File: src/rtl/plsr_pkg.sv
`timescale 1ns/1ps
package plsr_pkg;
   typedef enum logic [1:0] {
      OP_HOLD  = 2'd0,
      OP_CLEAR = 2'd1,
      OP_LOAD  = 2'd2,
      OP_SHIFT = 2'd3
   } plsr_op_t;
endpackage

File: src/rtl/plsr_ctrl.sv
`timescale 1ns/1ps
module plsr_ctrl
   import plsr_pkg::*;
(
   input  logic     rst,
   input  logic     shld_n,
   input  logic     inhibit,
   output plsr_op_t op
);
   // Order of precedence: clear, then hold on inhibit, then load, then shift.
   always_comb begin
      if (rst)          op = OP_CLEAR;
      else if (inhibit) op = OP_HOLD;
      else if (!shld_n) op = OP_LOAD;
      else              op = OP_SHIFT;
   end
endmodule

File: src/rtl/plsr_stage.sv
`timescale 1ns/1ps
module plsr_stage
   import plsr_pkg::*;
(
   input  logic     clk,
   input  plsr_op_t op,
   input  logic     par_bit,
   input  logic     prev_bit,
   output logic     q
);
   always_ff @(posedge clk) begin
      case (op)
         OP_CLEAR: q <= 1'b0;
         OP_LOAD:  q <= par_bit;
         OP_SHIFT: q <= prev_bit;
         default:  q <= q;
      endcase
   end
endmodule

File: src/rtl/plsr_shift_reg.sv
`timescale 1ns/1ps
module plsr_shift_reg
   import plsr_pkg::*;
#(
   parameter int STAGES = 8
) (
   input  logic              clk,
   input  logic              rst,
   input  logic              shld_n,
   input  logic              inhibit,
   input  logic              ser_in,
   input  logic [STAGES-1:0] par_in,
   output logic [STAGES-1:0] stage_q,
   output logic              ser_out
);
   localparam int LAST = STAGES - 1;

   generate
      if (STAGES < 2) begin : g_bad_stages
         $error("plsr_shift_reg: STAGES must be at least 2");
      end
   endgenerate

   plsr_op_t op;

   plsr_ctrl u_ctrl (
      .rst     (rst),
      .shld_n  (shld_n),
      .inhibit (inhibit),
      .op      (op)
   );

   // chain[i] feeds stage i on a shift; chain[0] is the serial input
   logic [STAGES-1:0] chain;
   assign chain = {stage_q[LAST-1:0], ser_in};

   for (genvar i = 0; i < STAGES; i++) begin : g_stage
      plsr_stage u_stage (
         .clk      (clk),
         .op       (op),
         .par_bit  (par_in[i]),
         .prev_bit (chain[i]),
         .q        (stage_q[i])
      );
   end

   assign ser_out = stage_q[LAST];

   // reset clears everything on the next edge
   a_r1_clear: assert property (@(posedge clk)
      rst |=> (stage_q == '0));

   // load copies the bus, ser_in plays no part
   a_r2_load: assert property (@(posedge clk) disable iff (rst)
      (!inhibit && !shld_n) |=> (stage_q == $past(par_in)));

   // shift moves one place and takes ser_in into stage 0
   a_r3_shift: assert property (@(posedge clk) disable iff (rst)
      (!inhibit && shld_n) |=> (stage_q == {$past(stage_q[LAST-1:0]), $past(ser_in)}));

   // serial output tracks the bit that was one stage back before a shift
   a_r4_ser_out: assert property (@(posedge clk) disable iff (rst)
      (!inhibit && shld_n) |=> (ser_out == $past(stage_q[LAST-1])));

   // inhibit freezes the register
   a_r5_inhibit: assert property (@(posedge clk) disable iff (rst)
      inhibit |=> $stable(stage_q));
endmodule

File: config.mk
export PLATFORM = sky130hd
export DESIGN_NAME = plsr_shift_reg
export DESIGN_NICKNAME = d
export VERILOG_FILES = /design/src/rtl/plsr_pkg.sv /design/src/rtl/plsr_ctrl.sv /design/src/rtl/plsr_stage.sv /design/src/rtl/plsr_shift_reg.sv
export SDC_FILE = /design/constraint.sdc
export NUM_CORES = 1
export LEC_CHECK = 0
export ABC_CLOCK_PERIOD_IN_PS = 800
export CORE_AREA = 2 2 39 41
export CTS_BUF_LIST = sky130_fd_sc_hd__clkbuf_4
export DETAILED_ROUTE_END_ITERATION = 8
export DIE_AREA = 0 0 41 43
export DONT_BUFFER_PORTS = 1
export PLACE_DENSITY = 0.52
export SETUP_SLACK_MARGIN = 0.02
export SLEW_MARGIN = 20
export SYNTH_ARGS = -nofsm -noshare
export SYNTH_HDL_FRONTEND = slang
export SYNTH_SLANG_ARGS = --single-unit
File: constraint.sdc
create_clock -name clk -period 0.8 [get_ports clk]
set_clock_uncertainty 0.1 [all_clocks]
set_input_delay 0.08 -clock clk [delete_from_list [all_inputs] [get_ports clk]]
set_output_delay 0.08 -clock clk [all_outputs]
set_load 0.02 [all_outputs]
==> results of run 1 <==
-- power by group through the flow --
stage,Clock (uW),Sequential (uW),Combinational (uW)
after floorplan,0,521,146
after global placement,0,519,158
after detailed placement,0,521,160
after CTS,304,518,175
after global routing,332,520,183
final,293,517,172
-- timing repair --
action                                 in CTS  in global routing
pin swaps                                   0                  2
endpoints found under the hold margin       8                  4
setup endpoints to repair                  16                 16
resized for setup                           7                  0
-- cells by family (layout without fill, tap and decap cells) --
logic type             Yosys count  count (layout)  share of synthesized area
AND/OR/NAND/NOR                 10              10                     0.0963
buffers and inverters           10              13                      0.178
flip-flops                       8               8                      0.544
multiplexers                     8               8                      0.181
-- Yosys cell counts --
library cell,n,area share
nor2_1,8,0.068
nand2b_1,1,0.014
or2_1,1,0.014
edfxtp_1,8,0.54
mux2i_1,8,0.18
buf_6,1,0.025
buf_4,9,0.15
-- through the flow --
| stage | cells | hold WS [ns] | TNS, ns |
|---|---|---|---|
| global route | 55 | -0.0461 | -3.33 |
| CTS | 55 | -0.0419 | -2.90 |
| global placement | 52 | 0.208 | -0.837 |
| floorplan | 36 | 0.204 | -0.605 |
| finish | 55 | -0.0386 | -2.73 |
| detailed placement | 52 | 0.216 | -0.986 |
-- layout make-up --
cell class / instances / area [um2] / share of cell area
sequential: 8 / 240 / 0.463
multi-input combinational: 18 / 123 / 0.236
timing repair buffer: 10 / 114 / 0.219
clock buffer: 3 / 22.5 / 0.0434
tap: 16 / 20.0 / 0.0386
-- routing by layer --
| layer | track usage | vias to the layer above | part of all wire |
|---|---|---|---|
| li1 | - | 120 | - |
| met1 | 0.112 | 114 | 0.40 |
| met2 | 0.128 | 15 | 0.52 |
| met3 | 0.0314 | 0 | 0.081 |
| met4 | 0.0800 | 0 | 0 |
| met5 | 0 | - | 0 |
-- final timing paths --
path         slack (ns)  cells past startpoint                   end                  from
max reg2reg       -0.18                      2  g_stage[4].u_stage.q  g_stage[3].u_stage.q
min reg2reg        0.52                      2  g_stage[3].u_stage.q  g_stage[2].u_stage.q
max               -0.20                      1               ser_out  g_stage[7].u_stage.q
min               -0.04                      2  g_stage[1].u_stage.q             par_in[1]
==> key figures, run 1 <==
Outcome
  • Outcome: finished, violations left
  • Failing checks: negative hold slack, negative setup slack

Clocking
  • Root Driver: clkbuf_4
  • Clock Pin Slew Worst Setup and Hold Paths: around 0.050 ns
  • Worst-Skew Late Latency: 0.25 ns
  • CTS tree: done
  • Clk buf depth: 2
  • H-tree depth: 1
  • Num CTS Buffers: 3
  • Setup Fix Bufs, Post-CTS: 0
  • TritonCTS Sinks: 8

Critical path
  • Slowest-stage cell, CP: edfxtp_1
  • Worst path cell trace: buf_12
  • Arrival @ worst endpoint: roughly 0.82 ns
  • Crit-path max FO: 2
  • CP Data Required Time: about 0.62 ns
  • CP Class: reg -> out
  • Top Family by Delay on Critical Path: flip-flops
  • Worst setup SP type: flop
  • CP peak stage delay: 0.41 ns
  • Bufs and invs on worst path: 1
  • Kind of end point of the critical path: output port

Timing
  • F_max: approximately 1000 MHz
  • Slack of the critical path: -0.195 ns
  • Slew Limit Headroom: 0.828
  • Final max-slew violation count: 0
  • RSZ-0062 raised after global routing: true
  • Tmin final: approximately 1 ns
  • Final setup viols: 16
  • Hold WS: -0.0386 ns
  • Worst Tran Pin Value: 0.259 ns
  • Final hold vios: 7
  • Final critical-path share of the clock period: 1.24

Power
  • VDD IR max: 0.789 mV
  • Net Sw Frac: 0.226
  • P_leak: 0.000226 uW
  • Sequential share of power: 0.526
  • Combinational power share: 0.175
  • Cell Int Power: between 700 and 800 uW
  • Tot Pwr: just under 1000 uW
  • Clock share of power: 0.299
  • Sw Pwr: approximately 220 uW
  • Pwr dens: 1890 nW/um2

Place
  • Post-place setup slack: -0.162 ns
  • PortBufs: 0
  • Placed wire-length estimate: ~570 um
  • Placed Instance Area: between 400 and 500 um2
  • Routability cong.: ~0.63

Cells and area
  • Post-route cell area: 519 um2
  • Synthesis-to-layout area growth: 17.6%
  • Top flop regs: g_stage.u_stage.q (8)
  • Finished Core Util: 0.375
  • Nets: 54
  • Fillers: around 140
  • Most frequent cells in the layout: mux2i_1, nor2_1, edfxtp_1
  • Antenna diode count: 0
  • Max reg flops: 8
  • Share of cells above drive strength 1: 0.333
  • Largest register by flop count: g_stage.u_stage.q

Routing
  • Drt via density: approximately 4.5
  • WL/cell: ~13 um
  • Iteration-0 DRC Markers: 4
  • TritonRoute pass-1 iters: 4
  • Routed via count: about 250
  • Final wirelength: around 690 um
  • DRC Markers: 0
  • ANT nets after route: 0

GRT
  • Initial antenna violation count: 0
  • Gr usage total: 0.0939
  • Vias in the first global route: 273
  • First-pass GRT wire length: roughly 1.0 mm
  • Largest net degree at the start of global routing: 9
  • Grt total ovfl: 0

Hold path
  • Hold Crit Class: in -> reg

Yosys
  • FF+latch count, synth: 8
  • Synthesized area per cell: between 10 and 15 um2
  • Post-Syn Nets: 49
  • Synth unique cells: 7
  • Post-Synthesis Cells: 36
  • Yosys Warn Count: 0
  • Synth Cell Area: around 440 um2
  • Sequential fraction of the synthesis area: 0.544

Flow run
  • MaxCap Viol Count: 0

Floorplanning
  • IO Pins: 22
  • Num rows: 14
  • Die area: between 1500 and 2000 um2
  • Die X: ~41 um
  • Vert. Die Dim: roughly 43 um
  • Initial Util: 0.319
  • CORE AREA: between 1000 and 1500 um2
Power figures use the tool's default switching activity.
==> run 2: changes to the inputs <==
- PLACE_DENSITY: 0.52 -> default
- PLACE_DENSITY_LB_ADDON: default -> 0.15
==> key figures, run 2 (synthesis gave the netlist of run 1 again) <==
Flow run
  • MaxCap Viol Count: 0 (unchanged)

Place
  • Post-place setup slack: -0.162 ns (-0.000128 ns)
  • PortBufs: 0 (unchanged)
  • Routability cong.: 0.604 (-4.5%)
  • Placed Instance Area: 470 um2 (unchanged)

Floorplanning
  • Die X: 41 um (unchanged)
  • Num rows: 14 (unchanged)
  • Die area: 1760 um2 (unchanged)
  • Initial Util: 0.319 (unchanged)
  • CORE AREA: 1380 um2 (unchanged)
  • Vert. Die Dim: 43 um (unchanged)
  • IO Pins: 22 (unchanged)

Clocking
  • Clk buf depth: 2 (unchanged)
  • Root Driver: clkbuf_4
  • Setup Fix Bufs, Post-CTS: 0 (unchanged)
  • TritonCTS Sinks: 8 (unchanged)
  • H-tree depth: 1 (unchanged)
  • Clock Pin Slew Worst Setup and Hold Paths: 0.05 ns (about the same)
  • Num CTS Buffers: 3 (unchanged)
  • CTS tree: done
  • Worst-Skew Late Latency: 0.25 ns (about the same)

Timing
  • Final critical-path share of the clock period: 1.26 (+0.0123)
  • F_max: 995 MHz (-0.98%)
  • Post-route setup TNS: -2.75 ns (-0.0261 ns)
  • Worst Tran Pin Value: 0.274 ns (+0.0152 ns)
  • Slew Limit Headroom: 0.817 (-0.0101)
  • RSZ-0062 raised after global routing: true
  • Slack of the critical path: -0.205 ns (-0.00980 ns)
  • Tmin final: 1.00 ns (+0.00980 ns)
  • Final max-slew violation count: 0 (unchanged)
  • Final hold vios: 8 (+1)
  • Final setup viols: 16 (unchanged)
  • Hold WS: -0.0362 ns (+0.00242 ns)

Cells and area
  • Antenna diode count: 0 (unchanged)
  • Max reg flops: 8 (unchanged)
  • Nets: 54 (unchanged)
  • Largest register by flop count: g_stage.u_stage.q
  • Share of cells above drive strength 1: 0.333 (unchanged)
  • Most frequent cells in the layout: mux2i_1, nor2_1, edfxtp_1
  • Top flop regs: g_stage.u_stage.q (8)
  • Synthesis-to-layout area growth: 17.6% (unchanged)
  • Post-route cell area: 519 um2 (unchanged)

Routing
  • Drt via density: 4.64 (+2.4%)
  • Iteration-0 DRC Markers: 6 (+2)
  • Final wirelength: 675 um (-1.9%)
  • DRC Markers: 0 (unchanged)
  • WL/cell: 12.3 um (-1.9%)
  • ANT nets after route: 0 (unchanged)
  • TritonRoute pass-1 iters: 2 (-2)
  • Routed via count: 255 (+2.4%)

Hold path
  • Hold Crit Class: in -> reg

Power
  • Tot Pwr: 982 uW (about the same)
  • Pwr dens: 1890 nW/um2 (about the same)
  • VDD IR max: 1.14 mV (+44%)
  • P_leak: 0.000227 uW (+0.26%)

Outcome
  • Failing checks: negative hold slack, negative setup slack
  • Outcome: finished, violations left

Critical path
  • Crit-path max FO: 2 (unchanged)
  • Top Family by Delay on Critical Path: flip-flops
  • Worst setup SP type: flop
  • CP Data Required Time: 0.62 ns (about the same)
  • Worst path cell trace: buf_12
  • Arrival @ worst endpoint: 0.82 ns (about the same)
  • Slowest-stage cell, CP: edfxtp_1
  • Kind of end point of the critical path: output port
  • CP Class: reg -> out
  • Bufs and invs on worst path: 1 (unchanged)
  • CP peak stage delay: 0.41 ns (about the same)

GRT
  • Largest net degree at the start of global routing: 9 (unchanged)
  • Gr usage total: 0.101 (+0.00673)
  • Initial antenna violation count: 0 (unchanged)
  • First-pass GRT wire length: 1.12 mm (+8.0%)
  • Vias in the first global route: 287 (+5.1%)
  • Grt total ovfl: 0 (unchanged)
run 2: cell counts in the layout (fill, tap and decap cells not counted):
Identical to the previous run, type by type.
run 2: layout make-up:
type / count / area [um2]
fillers: 146 / 865
well taps: 16 / 20.0
flip-flops and latches: 8 / 240
repair buffers: 10 / 114
clock buffers: 3 / 22.5
multi-input cells: 18 / 123
run 2: power by group:
group / total (uW) / internal, uW / switching [uW]
combinational: 172 / 92.3 / 79.8
clock: 293 / 171 / 122
sequential: 518 / 497 / 20.3
total: 982 / 760 / 222
run 2: path summary, 6_finish.rpt:
check                                     startpoint                    to  slack [ns]  depth (start not counted)
worst min register to register  g_stage[3].u_stage.q  g_stage[4].u_stage.q        0.52                          2
worst min-delay path                       par_in[4]  g_stage[4].u_stage.q       -0.04                          2
worst max-delay path            g_stage[7].u_stage.q               ser_out       -0.20                          1
worst max register to register  g_stage[5].u_stage.q  g_stage[6].u_stage.q       -0.17                          2
run 2: through the flow:
step                std cells   util
finish                     55  0.375
global route               55  0.375
CTS                        55  0.375
floorplan                  36      -
global placement           52  0.340
detailed placement         52  0.340
run 2: metal layers:
metal	routed length, um	track usage	up-vias
met4	0	0.0400	0
met3	89	0.0890	0
li1	-	-	122
met2	377	0.147	16
met1	208	0.0970	117
met5	0	0	-
run 2: what timing repair did:
action / CTS / global route
endpoints found under the hold margin: 8 / 3
pin swaps: 0 / 5
resized for setup: 7 / 0
endpoints found under the setup margin: 16 / 16
==> run 3: changes to the inputs <==
- HOLD_SLACK_MARGIN: default -> 0.06
==> results of run 3 <==
Final layout, timing and power as in run 2 (identical DEF).
